$ cat src/rtl/alp_pkg.sv
package alp_pkg;

  // Whole part of a reference: count of fully inserted modules, clamped.
  function automatic int unsigned level_whole(longint unsigned rv,
                                              int unsigned fw,
                                              int unsigned n);
    longint unsigned w;
    w = rv >> fw;
    if (w >= longint'(n)) return n - 1;
    return int'(w);
  endfunction

  // Fractional duty of a reference; saturated value is 2^fw.
  function automatic longint unsigned level_frac(longint unsigned rv,
                                                 int unsigned fw,
                                                 int unsigned n);
    longint unsigned w;
    longint unsigned one;
    one = 64'd1 << fw;
    w   = rv >> fw;
    if (w >= longint'(n)) return one;
    return rv & (one - 64'd1);
  endfunction

  // Carrier comparison scaled so the triangle spans 0..1 over 0..h.
  function automatic logic duty_above(longint unsigned d,
                                      longint unsigned c,
                                      longint unsigned h,
                                      int unsigned fw);
    if (d >= (64'd1 << fw)) return 1'b1;
    return (d * h) > (c << fw);
  endfunction

endpackage

$ cat src/rtl/alp_carrier.sv
module alp_carrier #(
  parameter int CAR_W = 10
) (
  input  logic             clk,
  input  logic             rst_n,
  input  logic [CAR_W-1:0] half_per_i,
  output logic             valley_o,
  output logic [CAR_W-1:0] car_o,
  output logic [CAR_W-1:0] span_o
);
  localparam logic [CAR_W-1:0] ONE = CAR_W'(1);

  logic [CAR_W-1:0] car_q;
  logic [CAR_W-1:0] span_q;
  logic             up_q;
  logic [CAR_W-1:0] span_new;
  logic             at_valley;
  logic             at_peak;

  assign span_new  = (half_per_i == '0) ? ONE : half_per_i;
  assign at_valley = (car_q == '0);
  assign at_peak   = up_q && (car_q >= span_q);

  always_ff @(posedge clk) begin
    if (!rst_n) begin
      car_q  <= '0;
      span_q <= ONE;
      up_q   <= 1'b1;
    end else if (at_valley) begin
      car_q  <= ONE;
      span_q <= span_new;
      up_q   <= 1'b1;
    end else if (at_peak) begin
      car_q <= car_q - ONE;
      up_q  <= 1'b0;
    end else if (up_q) begin
      car_q <= car_q + ONE;
    end else begin
      car_q <= car_q - ONE;
    end
  end

  assign valley_o = at_valley;
  assign car_o    = car_q;
  assign span_o   = at_valley ? span_new : span_q;

  AST_CARRIER_BOUND: assert property (@(posedge clk) disable iff (!rst_n)
    car_q <= span_q);
  AST_VALLEY_RESTART: assert property (@(posedge clk) disable iff (!rst_n)
    at_valley |=> (car_q == ONE));
  AST_PEAK_TURN: assert property (@(posedge clk) disable iff (!rst_n)
    (at_peak && !at_valley) |=> (!up_q && car_q == $past(car_q) - ONE));

endmodule

$ cat src/rtl/alp_split.sv
module alp_split #(
  parameter int N_MOD  = 8,
  parameter int FRAC_W = 8,
  parameter int LVL_W  = 4,
  parameter int REF_W  = 12
) (
  input  logic [REF_W-1:0]  ref_i,
  output logic [LVL_W-1:0]  whole_o,
  output logic [FRAC_W:0]   frac_o
);
  always_comb begin
    whole_o = LVL_W'(alp_pkg::level_whole(64'(ref_i), FRAC_W, N_MOD));
    frac_o  = (FRAC_W+1)'(alp_pkg::level_frac(64'(ref_i), FRAC_W, N_MOD));
  end

  always_comb begin
    AST_SPLIT_RANGE: assert (int'(whole_o) < N_MOD);
  end

endmodule

$ cat src/rtl/alp_slicer.sv
module alp_slicer #(
  parameter int N_MOD  = 8,
  parameter int FRAC_W = 8,
  parameter int LVL_W  = 4,
  parameter int CAR_W  = 10
) (
  input  logic             clk,
  input  logic             rst_n,
  input  logic             valley_i,
  input  logic [LVL_W-1:0] whole_i,
  input  logic [FRAC_W:0]  frac_i,
  input  logic [CAR_W-1:0] car_i,
  input  logic [CAR_W-1:0] span_i,
  output logic             period_start_o,
  output logic [LVL_W-1:0] full_on_o,
  output logic             pwm_o,
  output logic [LVL_W-1:0] level_o,
  output logic [CAR_W-1:0] carrier_o
);
  localparam logic [FRAC_W:0] DUTY_FULL = {1'b1, {FRAC_W{1'b0}}};

  logic [LVL_W-1:0] whole_q;
  logic [FRAC_W:0]  frac_q;
  logic [LVL_W-1:0] whole_eff;
  logic [FRAC_W:0]  frac_eff;
  logic             pwm_next;

  assign whole_eff = valley_i ? whole_i : whole_q;
  assign frac_eff  = valley_i ? frac_i  : frac_q;
  assign pwm_next  = alp_pkg::duty_above(64'(frac_eff), 64'(car_i),
                                         64'(span_i), FRAC_W);

  always_ff @(posedge clk) begin
    if (!rst_n) begin
      whole_q        <= '0;
      frac_q         <= '0;
      period_start_o <= 1'b0;
      full_on_o      <= '0;
      pwm_o          <= 1'b0;
      level_o        <= '0;
      carrier_o      <= '0;
    end else begin
      if (valley_i) begin
        whole_q <= whole_i;
        frac_q  <= frac_i;
      end
      period_start_o <= valley_i;
      full_on_o      <= whole_eff;
      pwm_o          <= pwm_next;
      level_o        <= whole_eff + LVL_W'(pwm_next);
      carrier_o      <= car_i;
    end
  end

  AST_FULL_ON_HOLD: assert property (@(posedge clk) disable iff (!rst_n)
    !period_start_o |-> $stable(full_on_o));
  AST_FULL_ON_CEIL: assert property (@(posedge clk) disable iff (!rst_n)
    int'(full_on_o) < N_MOD);
  AST_LEVEL_CEIL: assert property (@(posedge clk) disable iff (!rst_n)
    int'(level_o) <= N_MOD);
  AST_START_SPACING: assert property (@(posedge clk) disable iff (!rst_n)
    period_start_o |=> !period_start_o);
  AST_ZERO_DUTY: assert property (@(posedge clk) disable iff (!rst_n)
    (valley_i && frac_i == '0) |=> !pwm_o);
  AST_FULL_DUTY: assert property (@(posedge clk) disable iff (!rst_n)
    (valley_i && frac_i == DUTY_FULL) |=> pwm_o);

endmodule

$ cat src/rtl/arm_level_pwm.sv
module arm_level_pwm #(
  parameter int N_MOD  = 8,
  parameter int FRAC_W = 8,
  parameter int CAR_W  = 10
) (
  input  logic                                clk,
  input  logic                                rst_n,
  input  logic [$clog2(N_MOD+1)+FRAC_W-1:0]   ref_i,
  input  logic [CAR_W-1:0]                    half_per_i,
  output logic                                period_start_o,
  output logic [$clog2(N_MOD+1)-1:0]          full_on_o,
  output logic                                pwm_o,
  output logic [$clog2(N_MOD+1)-1:0]          level_o,
  output logic [CAR_W-1:0]                    carrier_o
);
  localparam int LVL_W = $clog2(N_MOD+1);
  localparam int REF_W = LVL_W + FRAC_W;

  logic             valley;
  logic [CAR_W-1:0] car;
  logic [CAR_W-1:0] span;
  logic [LVL_W-1:0] whole;
  logic [FRAC_W:0]  frac;

  alp_carrier #(.CAR_W(CAR_W)) u_carrier (
    .clk        (clk),
    .rst_n      (rst_n),
    .half_per_i (half_per_i),
    .valley_o   (valley),
    .car_o      (car),
    .span_o     (span)
  );

  alp_split #(.N_MOD(N_MOD), .FRAC_W(FRAC_W), .LVL_W(LVL_W), .REF_W(REF_W)) u_split (
    .ref_i   (ref_i),
    .whole_o (whole),
    .frac_o  (frac)
  );

  alp_slicer #(.N_MOD(N_MOD), .FRAC_W(FRAC_W), .LVL_W(LVL_W), .CAR_W(CAR_W)) u_slicer (
    .clk            (clk),
    .rst_n          (rst_n),
    .valley_i       (valley),
    .whole_i        (whole),
    .frac_i         (frac),
    .car_i          (car),
    .span_i         (span),
    .period_start_o (period_start_o),
    .full_on_o      (full_on_o),
    .pwm_o          (pwm_o),
    .level_o        (level_o),
    .carrier_o      (carrier_o)
  );

  AST_FIRST_VALLEY: assert property (@(posedge clk)
    !rst_n |=> (car == '0));

endmodule

$ cat config.mk
export PLATFORM = sky130hd
export DESIGN_NAME = arm_level_pwm
export DESIGN_NICKNAME = d
export VERILOG_FILES = /design/src/rtl/alp_pkg.sv /design/src/rtl/alp_carrier.sv /design/src/rtl/alp_split.sv /design/src/rtl/alp_slicer.sv /design/src/rtl/arm_level_pwm.sv
export SDC_FILE = /design/constraint.sdc
export NUM_CORES = 1
export LEC_CHECK = 0
export CAP_MARGIN = 20
export CORE_ASPECT_RATIO = 1.75
export CORE_UTILIZATION = 35
export CTS_BUF_LIST = sky130_fd_sc_hd__clkbuf_8
export DETAILED_ROUTE_END_ITERATION = 10
export DONT_BUFFER_PORTS = 1
export SLEW_MARGIN = 10
export SYNTH_ARGS = -nofsm -noshare
export SYNTH_HDL_FRONTEND = slang
export SYNTH_SLANG_ARGS = --single-unit
$ cat constraint.sdc
create_clock -name clk -period 7.1 [get_ports clk]
set_clock_uncertainty 0.2 [all_clocks]
set_input_delay 0.355 -clock clk [delete_from_list [all_inputs] [get_ports clk]]
set_output_delay 0.355 -clock clk [all_outputs]
set_load 0.01 [all_outputs]
==> metrics list <==
* Drt first-iter violations: between 200 and 250
- Proportion of synthesized chip area in sequential cells: 0.182
* Worst Path Max Fanout: 8
* Total cell area at the placement stage: approximately 6400 um2
- Setup repair after global routing missed its margin: yes
* Final standard cell count with taps included and fillers excluded: approximately 980
* Post-Route M1 WL: 5.55 mm
- Number of hold violations in the final report: 0
- Clock sink count: 50
* Share of layout cells above drive strength 1: 0.299
- Clock latency of the later-clocked register in the worst-skew pair: around 0.32 ns
- Hold EP: u_carrier.car_o[1]
* Diodes inserted: 0
- After clock tree synthesis, the clock-pin slew on the worst setup and hold paths is roughly 0.11 ns.
* Origin of the worst min-delay path: rst_n
- Number of synthesized register bits: 50
* Post-layout min period: 7.16 ns
- Number of distinct library cells after synthesis: between 50 and 60
- Number of remaining DRC errors: 0
- The worst setup path is launched from a flip-flop.
* Max_slew headroom: 0.441
- Synthesis produced a netlist with a net count of 811.
- In this run the worst hold path is classified as primary input to flip-flop.
- Launch point of the worst reg-to-reg path: u_carrier.car_o[3]
- In the final routed layout, each cell accounts on average for ~17 um.
- Global-route wire length before repair: between 20 and 30 mm
* Worst path most repeated cell: sky130_fd_sc_hd__fa_1
- Fin util: 0.477
* Transition time of the tightest slew-check pin: approximately 0.83 ns
- Of the post-synthesis cell area, the part taken by muxes is 0.0219.
- Die width: between 90 and 100 um
* Critical Path Sink Type: flip-flop
- FP Rows: 60
* Die footprint: roughly 16000 um2
- During placement, the flow inserted port buffers numbering 0.
- In the synthesized netlist, the cells that appear most often are 111 x sky130_fd_sc_hd__inv_1, 93 x sky130_fd_sc_hd__nor2_1, 64 x sky130_fd_sc_hd__ha_1.
- Signal routing reaches up to met4.
- The tree is rooted in a sky130_fd_sc_hd__clkbuf_8.
* Register-to-Register Path Depth: 33
- In the global route stage, overall resource usage came out at 0.201.
- Per-cell via count in the routed design: just over 5
- Of the available clock period, the critical path in the final layout requires 1.01.
- Post-route design area: approximately 7300 um2
- Worst path setup slack after routing: -0.0601 ns
- Hold path cells: 2
- Total number of nets in the final design: 939
* Detailed route wirelength on metal3: around 440 um
- The number of placed instances, taps included, is roughly 930.
* Pre-CTS setup slack: -0.560 ns
- Routability-driven placement finished with a final weighted congestion of a little over 0.9.
- HPWL reported at the end of detailed placement: about 14 mm
* Minimum setup slack among reg-to-reg paths: -0.06 ns
- From synthesis to final layout, the design area changed by 33.7%.
* Detailed-routed wire length on met2: between 9 and 10 mm
- Most used flip-flop cell after synthesis: sky130_fd_sc_hd__dfxtp_1
- Area of the core region: approximately 15000 um2
- The most common cell in the synthesized netlist is sky130_fd_sc_hd__inv_1.
- Gate count after technology mapping: about 670
* Xor-xnor portion of the synthesized cell area: 0.0191
* Die height: 168 um
* Violations in the final reports: negative setup slack
- Mean Syn Cell Area: 8.25 um2
* Reg-to-reg critical path endpoint: u_slicer.level_o[2]
- At the worst endpoint, the arrival time is roughly 7.2 ns.
- # IOs: 44
* Vias in the first global route: between 5000 and 6000
- Setup violations, final: 2
* Total wire length: roughly 17 mm
- Number of pins with negative max-slew slack in the final report: 0
- Total number of vias: 5086
* Starting Density: 0.357
- Critical-path cell with the highest stage delay: sky130_fd_sc_hd__fa_1
- Initial antenna violation count: 0
* Upper clock frequency limit: approximately 0.14 GHz
- In this run the cell area of the synthesized design comes to approximately 5500 um2.
- Number of enable-type register cells in the synthesized netlist: 0
- For this run, asynchronously set or reset flops after synthesis account for 0.
- Clock buffers created by TritonCTS: 5
- Ys Warns: 0
- Post-DRT Antenna Nets: 0
- Fraction of the mapped netlist area in compound gates: 0.116
* Overflow after GRT: 0
- Entering global routing, the biggest net connects 32 pins.
- The first detailed-routing pass ran for 4 iterations.
- The clock passes through at most 2 buffers.
- CP max stage delay: approximately 0.54 ns
* Basic-gate share of the synthesized area counting and, or, nand and nor cells: 0.215
* Top-area cell type share of the netlist area: 0.208
* Dominant cells by area after synthesis: sky130_fd_sc_hd__fa_1 21%, sky130_fd_sc_hd__dfxtp_1 18%, sky130_fd_sc_hd__ha_1 15%
- Leading area contributor after synthesis: sky130_fd_sc_hd__fa_1
* Critical Path RT: slightly above 7 ns
* Run status: finished, violations left
* Worst Path Class, Setup: flip-flop to flip-flop
* Max-cap violations: 0
- Area share of fa/ha/maj cells after synthesis: 0.353
- CTS tree: yes
- Largest family of logic cells by synthesized area: adder cells
- Number of levels in the clock H-tree: 2
==> kinds of logic after synthesis <==
group,count (synthesis)
xor gates and xnor gates,12
DFF,50
adders and majority gates,121
muxes,12
AOI/OAI and AO/OA,100
and+or+nand+nor,239
buffers and inverters,132
==> layer usage <==
layer,vias up,global-route usage
met2,115,0.404
met3,63,0.0199
li1,2438,-
met1,2470,0.189
met5,-,0
met4,0,0.127
==> registers in the layout (all words and copies together) (netlist names) <==
signal / flops
u_slicer.full_on_o: 4
u_carrier.car_o: 10
u_carrier.span_q: 10
u_slicer.frac_q: 9
u_carrier.up_q: 1
u_slicer.pwm_o: 1
u_slicer.period_start_o: 1
u_slicer.level_o: 4
u_slicer.carrier_o: 10
==> placed cells by master, fill, tap and decap left out, types with 6 or more instances in the layout <==
cell type                  netlist  layout
sky130_fd_sc_hd__a21o_1          6       6
sky130_fd_sc_hd__a21oi_1        32      23
sky130_fd_sc_hd__a21oi_2         0       7
sky130_fd_sc_hd__and3_1         11      11
sky130_fd_sc_hd__buf_4           0     125
sky130_fd_sc_hd__buf_6           1      10
sky130_fd_sc_hd__clkbuf_8        0       6
sky130_fd_sc_hd__dfxtp_1        50      47
sky130_fd_sc_hd__fa_1           57      50
sky130_fd_sc_hd__fa_2            0       7
sky130_fd_sc_hd__ha_1           64      53
sky130_fd_sc_hd__ha_4            0       9
sky130_fd_sc_hd__inv_1         111     103
sky130_fd_sc_hd__inv_2           0       8
sky130_fd_sc_hd__mux2i_1        12       8
sky130_fd_sc_hd__nand2_1        38      36
sky130_fd_sc_hd__nand2b_1       15      14
sky130_fd_sc_hd__nand3_1        16      13
sky130_fd_sc_hd__nand4_1         6       6
sky130_fd_sc_hd__nor2_1         93      82
sky130_fd_sc_hd__nor2_2          0       9
sky130_fd_sc_hd__nor3_1         12      12
sky130_fd_sc_hd__nor3b_1        10       6
sky130_fd_sc_hd__o21ai_0        27      14
sky130_fd_sc_hd__o21ai_2         0       8
sky130_fd_sc_hd__xnor2_1         8       7
==> layout make-up <==
type | instances | area [um2]
Fill cell | 1481 | 8040
Multi-Input combinational cell | 485 | 4430
Timing Repair Buffer | 141 | 1160
Sequential cell | 50 | 1010
Inverter | 111 | 417
Tap cell | 186 | 233
Clock buffer | 6 | 82.6
Clock inverter | 2 | 17.5
==> what timing repair did <==
item,CTS,global route
endpoints found under the setup margin,5,5
cloned,1,2
gates resized for setup,55,73
hold buffers,1,0
pin swaps,32,64
setup buffers,6,31
hold endpoints to repair,9,0
==> through the flow <==
step           setup TNS, ns  hold WS (ns)
6_report             -0.0940        0.0522
5_1_grt                -1.19        0.0446
4_1_cts               -0.731        0.0447
3_5_place_dp           -2.02         0.222
3_3_place_gp           -1.90         0.220
2_1_floorplan              0         0.278
==> worst max-delay path, delay by kind of cell (launching register included) <==
kind	cells	cell delay, ns
flip-flops	1	0.37
adder cells (fa/ha/maj)	8	2.84
multiplexers	1	0.15
buffers and inverters	9	1.04
XOR/XNOR	1	0.13
AND/OR/NAND/NOR	7	1.29
AO/OA/AOI/OAI	7	1.04
==> worst max-delay path by stage <==
stage	startpoint	endpoint	cells past startpoint
after CTS	u_carrier.car_o[4]	u_slicer.level_o[2]	32
after global placement	u_carrier.car_o[5]	u_slicer.level_o[1]	32
after global routing	u_carrier.car_o[3]	u_slicer.level_o[2]	35
final	u_carrier.car_o[3]	u_slicer.level_o[2]	33
after detailed placement	u_carrier.car_o[3]	u_slicer.level_o[1]	33
after floorplan	u_carrier.car_o[3]	u_slicer.level_o[1]	28
Power is not shown: default switching activity piles up to over one toggle a cycle in this logic, so the estimate is an artifact.
